==> config.mk <==
export PLATFORM = sky130hd
export DESIGN_NAME = ivt_overlay
export DESIGN_NICKNAME = d
export VERILOG_FILES = /design/src/rtl/ivt_pkg.sv /design/src/rtl/ivt_decode.sv /design/src/rtl/ivt_slot.sv /design/src/rtl/ivt_read_mux.sv /design/src/rtl/ivt_overlay.sv
export SDC_FILE = /design/constraint.sdc
export NUM_CORES = 1
export LEC_CHECK = 0
export ABC_AREA = 1
export ABC_CLOCK_PERIOD_IN_PS = 1620
export BUFFER_PORTS_ARGS = -buffer_cell sky130_fd_sc_hd__buf_4
export CORE_MARGIN = 2
export CORE_UTILIZATION = 35
export DETAILED_ROUTE_END_ITERATION = 16
export PLACE_DENSITY = 0.64
export SYNTH_ARGS = -nofsm -noshare
export SYNTH_HDL_FRONTEND = slang
export SYNTH_SLANG_ARGS = --single-unit
==> constraint.sdc <==
create_clock -name clk_i -period 1.62 [get_ports clk_i]
set_clock_uncertainty 0.15 [all_clocks]
set_input_delay 0.081 -clock clk_i [delete_from_list [all_inputs] [get_ports clk_i]]
set_output_delay 0.081 -clock clk_i [all_outputs]
set_load 0.02 [all_outputs]
==> src/rtl/ivt_pkg.sv <==
`timescale 1ns/1ps
package ivt_pkg;
  localparam int IVT_ADDR_W    = 24;
  localparam int IVT_DATA_W    = 16;
  localparam int IVT_VEC_W     = 24;
  localparam int IVT_NUM_SLOTS = 8;

  typedef enum logic {
    HALF_LO = 1'b0,
    HALF_HI = 1'b1
  } ivt_half_e;
endpackage

==> src/rtl/ivt_decode.sv <==
`timescale 1ns/1ps
module ivt_decode
  import ivt_pkg::*;
#(
  parameter int ADDR_W = IVT_ADDR_W,
  parameter int SLOT_W = 3
) (
  input  logic              req_i,
  input  logic              we_i,
  input  logic [ADDR_W-1:0] addr_i,
  output logic              hit_o,
  output logic              wr_o,
  output logic [SLOT_W-1:0] slot_o,
  output ivt_half_e         half_o
);
  localparam int WIN_W = SLOT_W + 1;

  always_comb begin
    hit_o  = req_i && (addr_i[ADDR_W-1:WIN_W] == '0);
    wr_o   = hit_o && we_i;
    slot_o = addr_i[WIN_W-1:1];
    half_o = addr_i[0] ? HALF_HI : HALF_LO;
  end
endmodule

==> src/rtl/ivt_slot.sv <==
`timescale 1ns/1ps
module ivt_slot
  import ivt_pkg::*;
#(
  parameter int DATA_W = IVT_DATA_W,
  parameter int VEC_W  = IVT_VEC_W
) (
  input  logic              clk_i,
  input  logic              rst_ni,
  input  logic              wr_lo_i,
  input  logic              wr_hi_i,
  input  logic [DATA_W-1:0] wdata_i,
  input  logic [VEC_W-1:0]  rom_vec_i,
  output logic [VEC_W-1:0]  eff_vec_o
);
  localparam int HI_W = VEC_W - DATA_W;

  logic [DATA_W-1:0] stage_q;
  logic [VEC_W-1:0]  ovr_q;
  logic              ovr_en_q;
  logic [VEC_W-1:0]  cand;

  // high byte of this write joined with the staged low word
  assign cand = {wdata_i[HI_W-1:0], stage_q};

  always_ff @(posedge clk_i or negedge rst_ni) begin
    if (!rst_ni) begin
      stage_q  <= '0;
      ovr_q    <= '0;
      ovr_en_q <= 1'b0;
    end else begin
      if (wr_lo_i) stage_q <= wdata_i;
      if (wr_hi_i) begin
        if (cand == '0) begin
          ovr_en_q <= 1'b0;
        end else begin
          ovr_en_q <= 1'b1;
          ovr_q    <= cand;
        end
      end
    end
  end

  assign eff_vec_o = ovr_en_q ? ovr_q : rom_vec_i;
endmodule

==> src/rtl/ivt_read_mux.sv <==
`timescale 1ns/1ps
module ivt_read_mux
  import ivt_pkg::*;
#(
  parameter int DATA_W    = IVT_DATA_W,
  parameter int VEC_W     = IVT_VEC_W,
  parameter int NUM_SLOTS = IVT_NUM_SLOTS,
  parameter int SLOT_W    = 3
) (
  input  logic [NUM_SLOTS-1:0][VEC_W-1:0] eff_tbl_i,
  input  logic                            hit_i,
  input  logic [SLOT_W-1:0]               slot_i,
  input  ivt_half_e                       half_i,
  input  logic [SLOT_W-1:0]               vec_idx_i,
  output logic [DATA_W-1:0]               rdata_o,
  output logic [VEC_W-1:0]                vec_addr_o
);
  localparam int HI_W  = VEC_W - DATA_W;
  localparam int PAD_W = DATA_W - HI_W;

  logic [VEC_W-1:0] bus_vec;

  always_comb begin
    bus_vec = eff_tbl_i[slot_i];
    if (!hit_i)                rdata_o = '0;
    else if (half_i == HALF_HI) rdata_o = {{PAD_W{1'b0}}, bus_vec[VEC_W-1:DATA_W]};
    else                       rdata_o = bus_vec[DATA_W-1:0];
    vec_addr_o = eff_tbl_i[vec_idx_i];
  end
endmodule

==> src/rtl/ivt_overlay.sv <==
`timescale 1ns/1ps
module ivt_overlay
  import ivt_pkg::*;
#(
  parameter int ADDR_W    = IVT_ADDR_W,
  parameter int DATA_W    = IVT_DATA_W,
  parameter int VEC_W     = IVT_VEC_W,
  parameter int NUM_SLOTS = IVT_NUM_SLOTS
) (
  input  logic                       clk_i,
  input  logic                       rst_ni,
  input  logic                       req_i,
  input  logic                       we_i,
  input  logic [ADDR_W-1:0]          addr_i,
  input  logic [DATA_W-1:0]          wdata_i,
  output logic [DATA_W-1:0]          rdata_o,
  output logic                       sel_o,
  input  logic [NUM_SLOTS*VEC_W-1:0] rom_table_i,
  input  logic [$clog2(NUM_SLOTS)-1:0] vec_idx_i,
  output logic [VEC_W-1:0]           vec_addr_o
);
  localparam int SLOT_W = $clog2(NUM_SLOTS);

  logic              hit, wr;
  logic [SLOT_W-1:0] slot;
  ivt_half_e         half;

  logic [NUM_SLOTS-1:0][VEC_W-1:0] rom_tbl;
  logic [NUM_SLOTS-1:0][VEC_W-1:0] eff_tbl;
  logic [NUM_SLOTS*VEC_W-1:0]      eff_flat;

  assign rom_tbl  = rom_table_i;
  assign eff_flat = eff_tbl;
  assign sel_o    = hit;

  ivt_decode #(
    .ADDR_W(ADDR_W),
    .SLOT_W(SLOT_W)
  ) decode_i (
    .req_i (req_i),
    .we_i  (we_i),
    .addr_i(addr_i),
    .hit_o (hit),
    .wr_o  (wr),
    .slot_o(slot),
    .half_o(half)
  );

  for (genvar g = 0; g < NUM_SLOTS; g++) begin : g_slot
    if (g == 0) begin : g_locked
      // reset slot always reads the boot ROM
      assign eff_tbl[g] = rom_tbl[g];
    end else begin : g_over
      logic hit_slot;
      assign hit_slot = wr && (slot == SLOT_W'(g));
      ivt_slot #(
        .DATA_W(DATA_W),
        .VEC_W (VEC_W)
      ) slot_i (
        .clk_i    (clk_i),
        .rst_ni   (rst_ni),
        .wr_lo_i  (hit_slot && (half == HALF_LO)),
        .wr_hi_i  (hit_slot && (half == HALF_HI)),
        .wdata_i  (wdata_i),
        .rom_vec_i(rom_tbl[g]),
        .eff_vec_o(eff_tbl[g])
      );
    end
  end

  ivt_read_mux #(
    .DATA_W   (DATA_W),
    .VEC_W    (VEC_W),
    .NUM_SLOTS(NUM_SLOTS),
    .SLOT_W   (SLOT_W)
  ) mux_i (
    .eff_tbl_i (eff_tbl),
    .hit_i     (hit),
    .slot_i    (slot),
    .half_i    (half),
    .vec_idx_i (vec_idx_i),
    .rdata_o   (rdata_o),
    .vec_addr_o(vec_addr_o)
  );
endmodule

==> out/qor.txt, run 1 <==
VDD IR max: 816 uV
EDFF count, synth: 0
Register Area: 7190 um^2
CTS tree: done
RSZ-0062 raised after global routing: true
Syn Nets: 2845
DRC viols: 0
row count: 81
nets: 3374
IO Pins: 280
Arr. time, crit path: 2.33 ns
clk sinks: 287
outcome: complete, but fails checks
post-place instance area: 22800 um^2
mean area per synthesized cell: 6.71 um^2
share of cells above drive strength 1: 0.365
failing checks: hold timing, setup timing
Max Freq: 0.391 GHz
initial core utilization: 0.356
DP HPWL: 65.8 mm
H-tree depth: 1
Finish-stage setup viols: 40
Final Wtd Congestion: 1.02
Hold Buf Count CTS: 21
port buffer count: 279
Via density: 5.61
first-pass GRT wire length: 129 mm
CTS buffer count: 31
DR pass1 iterations: 6
worst slack, placed: -0.686 ns
Netlist cell types: 36
PD cells: 666 nW/um^2
total number of vias: 21400
hold slack final: -0.102 ns
Die X: 228 um
die area: 51800 um^2
Main synth FF type: dfrtp_1
CP Data Required Time: 1.39 ns
fillcell total: 4621
grt total ovfl: 0
Max Fanout on Critical Path: 7
Detailed Route Iter0 Violations: 2886
GRT Total Usage: 0.342
Multi-input gate area: 11100 um^2
Synth-to-Final Area Change: 52.6%
Max clock buf depth: 3
maxcap violations: 0
final core utilization: 0.543
Yosys warnings: 0
final worst path period share: 1.58
Antenna Nets Post-Route: 0
post-layout min period: 2.56 ns
Setup WS post-layout: -0.939 ns
Design Area, Final: 26700 um^2
gate count after technology mapping: 2606
async set-reset flop share out of synthesis: 1.00
synthesis-stage register bit count: 287
Worst-Margin Slew: 0.559 ns
crit path launch type: flip-flop
Max Slew Vio Count: 0
Seq/Total Area, Yosys: 0.411
power consumption: 17.8 mW
synthesized area: 17500 um^2
clock-pin slew on the worst setup and hold paths: 0.06 ns
Placeable Area: 49200 um^2
root buffer cell: clkbuf_16
Worst setup EP type: output port
Setup Crit Path Kind: flip-flop to output port
largest net degree at the start of global routing: 59
clk_lat worst skew: 0.60 ns
vias in the first global route: 19700
routed length per instance: 23.9 um
Die Y-Extent: 228 um
worst hold path class: input port to flip-flop
antenna violations before repair: 2
headroom to the max-slew limit: 0.627
Routed Wire Length: 91.4 mm
Leak Pwr: 13.8 nW
endpoints failing hold: 53
-- registers in the layout, summed over array words and instances (netlist names) --
name,count
g_slot.g_over.slot_i.ovr_q,168
g_slot.g_over.slot_i.stage_q,112
g_slot.g_over.slot_i.ovr_en_q,7
-- cell families after synthesis --
kind of cell    after synthesis  share of synthesized area
compound gates              257                     0.0815
simple gates               1783                      0.438
flops                       287                      0.411
buf+inv                     263                     0.0612
mux                          16                    0.00916
-- through the flow --
stage	setup TNS [ns]	hold slack, ns	instances
floorplan	-0.0299	-0.365	2606
global placement	-107.93	-0.0986	3695
detailed placement	-111.76	-0.0949	3695
CTS	-69.06	0.0780	3798
global route	-36.37	-0.0969	3820
finish	-33.43	-0.102	3820
-- synthesized netlist by cell type (7+ instances only) --
cell type | count | area, um^2
a21boi_0 | 7 | 52.6
a21oi_1 | 40 | 200
buf_1 | 14 | 52.6
buf_2 | 37 | 185
buf_4 | 8 | 60.1
clkbuf_1 | 113 | 424
dfrtp_1 | 287 | 7180
inv_1 | 85 | 319
mux2i_1 | 16 | 160
nand2_1 | 1233 | 4630
nand3_1 | 118 | 591
nand4_1 | 173 | 1080
nand4_2 | 8 | 100
nor2_1 | 176 | 661
nor2_2 | 7 | 43.8
o211ai_1 | 19 | 143
o21a_1 | 8 | 60.1
o21ai_0 | 158 | 791
o221ai_1 | 7 | 61.3
o22ai_1 | 9 | 56.3
or2_2 | 44 | 275
-- worst paths after layout --
kind | startpoint | endpoint | slack, ns | cells past startpoint
hold reg to reg | g_slot[7].g_over.slot_i.ovr_q[17]$_DFFE_PN0P_ | g_slot[7].g_over.slot_i.ovr_q[17]$_DFFE_PN0P_ | 0.33 | 2
setup / recovery | g_slot[6].g_over.slot_i.ovr_en_q$_DFFE_PN0P_ | rdata_o[6] | -0.94 | 9
min in group asynchronous | rst_ni | g_slot[3].g_over.slot_i.stage_q[4]$_DFFE_PN0P_ | 0.40 | 3
hold / removal | addr_i[0] | g_slot[5].g_over.slot_i.ovr_q[8]$_DFFE_PN0P_ | -0.10 | 4
setup reg to reg | g_slot[4].g_over.slot_i.stage_q[11]$_DFFE_PN0P_ | g_slot[4].g_over.slot_i.ovr_q[7]$_DFFE_PN0P_ | 0.03 | 8
max in group asynchronous | rst_ni | g_slot[7].g_over.slot_i.ovr_q[23]$_DFFE_PN0P_ | 0.20 | 4
-- placed cells by master, fill, tap and decap left out, types with 7 or more instances in the layout --
cell type	netlist	routed
or2_4	0	20
nand3_2	0	44
clkbuf_16	0	41
o21ai_4	0	21
nor2_4	5	26
o21ai_1	0	38
o22ai_1	9	9
nand2_4	0	27
nand4_4	0	7
nand3_4	1	7
buf_4	8	493
inv_1	85	75
o21ai_0	158	47
o211ai_1	19	19
o21ai_2	0	52
nand2_1	1233	1100
buf_12	0	46
nand3_1	118	68
o21a_1	8	7
dfrtp_1	287	282
nand4_1	173	173
a21oi_1	40	23
nor2_1	176	118
a21oi_2	0	10
a21oi_4	0	7
inv_2	3	7
mux2i_1	16	11
dlygate4sd3_1	0	19
buf_6	1	93
nor2_2	7	44
nand2_2	4	110
or2_2	44	24
-- metal layers --
layer	wire length, um	share of wire	vias to the layer above	track usage
met2	39300	0.43	1329	0.514
li1	-	-	9553	-
met5	12	0.00013	-	0
met4	4310	0.047	2	0.126
met3	9660	0.11	206	0.0589
met1	38200	0.42	10300	0.492
-- critical path, stage by stage, from the launching register on --
cell and delay [ns]:
dfrtp_2 0.51, clkinvlp_4 0.27, o21ai_2 0.24, buf_6 0.15, nand2_1 0.05, nand3_1 0.07, nor2_1 0.06, nor2_2 0.14
a21oi_4 0.08, buf_6 0.16
-- where the power goes --
part           switching, mW  leakage (nW)  internal, mW
clock                   3.06         0.473          3.91
sequential        0.00000420          4.00          7.17
combinational           2.21          9.37          1.42
total                   5.27          13.8          12.5
-- repair_timing --
action | 4_1_cts | 5_1_grt
hold endpoints to repair | 526 | 47
setup endpoints to repair | 66 | 232
gates resized for setup | 397 | 292
setup buffers | 27 | 18
gates cloned | 6 | 12
pin swaps | 85 | 127
-- final cells by class --
cell class	instances	share of cell area
clock inverter	12	0.00384
timing repair inverter	1	0.000281
inverter	90	0.0135
timing repair buffer	668	0.233
sequential	287	0.269
tap	664	0.0311
multi-input combinational	2056	0.416
antenna	1	0.0000938
clock buffer	41	0.0327
No activity file was read; power rests on OpenSTA's default activity.
==> run 2, diff against run 1 <==
--- a/config.mk
+++ b/config.mk
@@ -7,7 +7,7 @@
 export LEC_CHECK = 0
 export ABC_AREA = 1
 export ABC_CLOCK_PERIOD_IN_PS = 1620
-export BUFFER_PORTS_ARGS = -buffer_cell sky130_fd_sc_hd__buf_4
+export BUFFER_PORTS_ARGS = -buffer_cell sky130_fd_sc_hd__buf_2
 export CORE_MARGIN = 2
 export CORE_UTILIZATION = 35
 export DETAILED_ROUTE_END_ITERATION = 16
==> out/qor.txt, run 2 (same netlist as run 1, synthesis figures left out) <==
Placeable Area: 49200 um^2 (unchanged)
Most common cell on crit path: nand2_1
combinational power share: 0.185 (-0.019)
endpoints failing hold: 0 (-100%)
IO Pins: 280 (unchanged)
Critical Path, Cell by Cell: clkinvlp_4 > nand2_1 > o21ai_0 > nand2_1 > nand3_1 > nor2_2 > nand3_4 > a21oi_4 > buf_6
hold worst-path end: g_slot[2].g_over.slot_i.ovr_en_q$_DFFE_PN0P_
grt total ovfl: 0 (unchanged)
Max Slew Vio Count: 0 (unchanged)
DRC viols: 0 (unchanged)
first-pass GRT wire length: 128 mm (-0.49%)
crit path launch type: flip-flop
Int Pwr: 13.7 mW (+9.5%)
initial core utilization: 0.356 (unchanged)
outcome: complete, but fails checks
Setup Crit Path Kind: flip-flop to output port
most common cell after layout, fill and taps aside: nand2_1
Worst Hold Depth: 7 (+3)
Regs by FF count: g_slot.g_over.slot_i.ovr_q: 168 flops, g_slot.g_over.slot_i.stage_q: 112 flops, g_slot.g_over.slot_i.ovr_en_q: 7 flops
Net Sw Frac: 0.291 (-0.00539)
Detailed Route Iter0 Violations: 2774 (-3.9%)
clk sinks: 287 (unchanged)
Die Y-Extent: 228 um (unchanged)
port buffer count: 279 (unchanged)
H-tree depth: 2 (+1)
R2R Path End: g_slot[7].g_over.slot_i.ovr_q[16]$_DFFE_PN0P_
max reg flops: 168 (unchanged)
post-layout min period: 2.57 ns (+0.00726 ns)
final worst path period share: 1.58 (+0.00448)
CP max-delay cell: dfrtp_2
Final Wtd Congestion: 1.06 (+3.6%)
failing checks: setup timing
CTS tree: done
maxcap violations: 0 (unchanged)
Max clock buf depth: 3 (unchanged)
CTS buffer count: 36 (+16%)
die area: 51800 um^2 (unchanged)
Worst-Margin Slew: 0.566 ns (+0.00756 ns)
crit path buf inv count: 2 (-1)
critical path's top delay family: simple AND/OR/NAND/NOR gates
Leak Pwr: 14.0 nW (+1.2%)
row count: 81 (unchanged)
share of cells above drive strength 1: 0.397 (+0.0323)
DR pass1 iterations: 6 (unchanged)
Worst Hold Launch: we_i
Finished Layout Cells: 3841 (+0.55%)
reg-to-reg slack, setup: -0.06 ns (-0.09 ns)
routed length per instance: 24.3 um (+1.5%)
R2R Path Start: g_slot[7].g_over.slot_i.stage_q[5]$_DFFE_PN0P_
total number of vias: 21600 (+1.0%)
nets: 3388 (+0.41%)
clock-pin slew on the worst setup and hold paths: 0.06 ns (about the same)
Max Fanout on Critical Path: 7 (unchanged)
Via density: 5.64 (+0.49%)
Arr. time, crit path: 2.34 ns (about the same)
reg2reg path depth: 8 (unchanged)
Worst setup EP type: output port
root buffer cell: clkbuf_16
worst hold path class: input port to flip-flop
power consumption: 19.3 mW (+8.7%)
antenna violations before repair: 1 (-1)
GRT Total Usage: 0.342 (about the same)
placed cell count: 3701 (+0.16%)
CP Data Required Time: 1.39 ns (about the same)
Clk pwr share: 0.444 (+0.052)
largest net degree at the start of global routing: 73 (+24%)
VDD IR max: 708 uV (-13%)
Net Switching: 5.63 mW (+6.7%)
DP HPWL: 66.2 mm (+0.52%)
PD cells: 709 nW/um^2 (+6.5%)
vias in the first global route: 20000 (+1.6%)
Max Freq: 0.390 GHz (-0.28%)
Largest Register: g_slot.g_over.slot_i.ovr_q
max incr delay on CP: 0.45 ns (-0.06 ns)
most frequent cells in the layout: 996 x nand2_1, 281 x dfrtp_1, 250 x buf_4, 237 x buf_2
headroom to the max-slew limit: 0.622 (-0.00504)
Finish-stage setup viols: 72 (+80%)
Setup WS post-layout: -0.946 ns (-0.00726 ns)
Antenna Nets Post-Route: 0 (unchanged)
clk_lat worst skew: 0.56 ns (-0.04 ns)
Die X: 228 um (unchanged)
Routed Wire Length: 93.3 mm (+2.1%)
Synth-to-Final Area Change: 55.7%
Flop pwr share: 0.371 (-0.032)
RSZ-0062 raised after global routing: true
Worst Setup SP: g_slot[7].g_over.slot_i.ovr_en_q$_DFFE_PN0P_
run 2: through the flow:
step	utilization	setup WS, ns	hold WS, ns	setup TNS (ns)	area [um^2]
2_1_floorplan	-	-0.0197	-0.365	-0.0299	17700
3_3_place_gp	0.452	-0.618	-0.193	-96.51	22200
3_5_place_dp	0.452	-0.630	-0.190	-102.64	22200
4_1_cts	0.505	-0.904	0.0950	-31.93	24800
5_1_grt	0.554	-0.998	0.171	-41.72	27200
6_report	0.554	-0.946	0.132	-33.30	27200
run 2: layout make-up:
cell class	count	area, um^2
repair buffers	677	5930
clock buffers	53	1100
diodes	2	5.00
clock inverters	11	159
inverters	90	355
multi-input cells	2056	11700
flip-flops and latches	287	7190
well taps	664	831
repair inverters	1	7.51
fillers	4560	21900
run 2: how the worst max path moves through the flow:
stage,depth (start not counted),end,slack [ns]
2_1_floorplan,9,rdata_o[10],-0.02
3_3_place_gp,9,rdata_o[6],-0.62
3_5_place_dp,9,rdata_o[6],-0.63
4_1_cts,10,rdata_o[8],-0.90
5_1_grt,9,rdata_o[2],-1.0
6_report,9,rdata_o[2],-0.95
run 2: per-layer routing:
layer	part of all wire	routed length (um)	vias up	GRT usage
li1	-	-	9585	-
met1	0.41	38600	10400	0.480
met2	0.42	39400	1374	0.492
met3	0.10	9340	264	0.0716
met4	0.063	5850	0	0.182
met5	0	0	-	0
run 2: timing repair:
item / in CTS / in global routing
setup buffers: 7 / 41
hold buffers: 20 / 0
gates resized for setup: 365 / 497
gates cloned: 2 / 21
endpoints found under the setup margin: 41 / 216
endpoints found under the hold margin: 472 / 0
pin swaps: 53 / 224
run 2: worst min-delay path: cells and delay by family:
family,cells,cell delay [ns]
buffers and inverters,2,0.36
and+or+nand+nor,5,0.34
run 2: power by group through the flow:
stage	Clock, mW	Sequential [mW]	Combinational [mW]
after floorplan	0	7.30	1.07
after global placement	0	7.30	2.93
after detailed placement	0	7.30	2.93
after CTS	8.60	7.17	3.24
after global routing	8.93	7.17	3.72
final	8.58	7.17	3.58
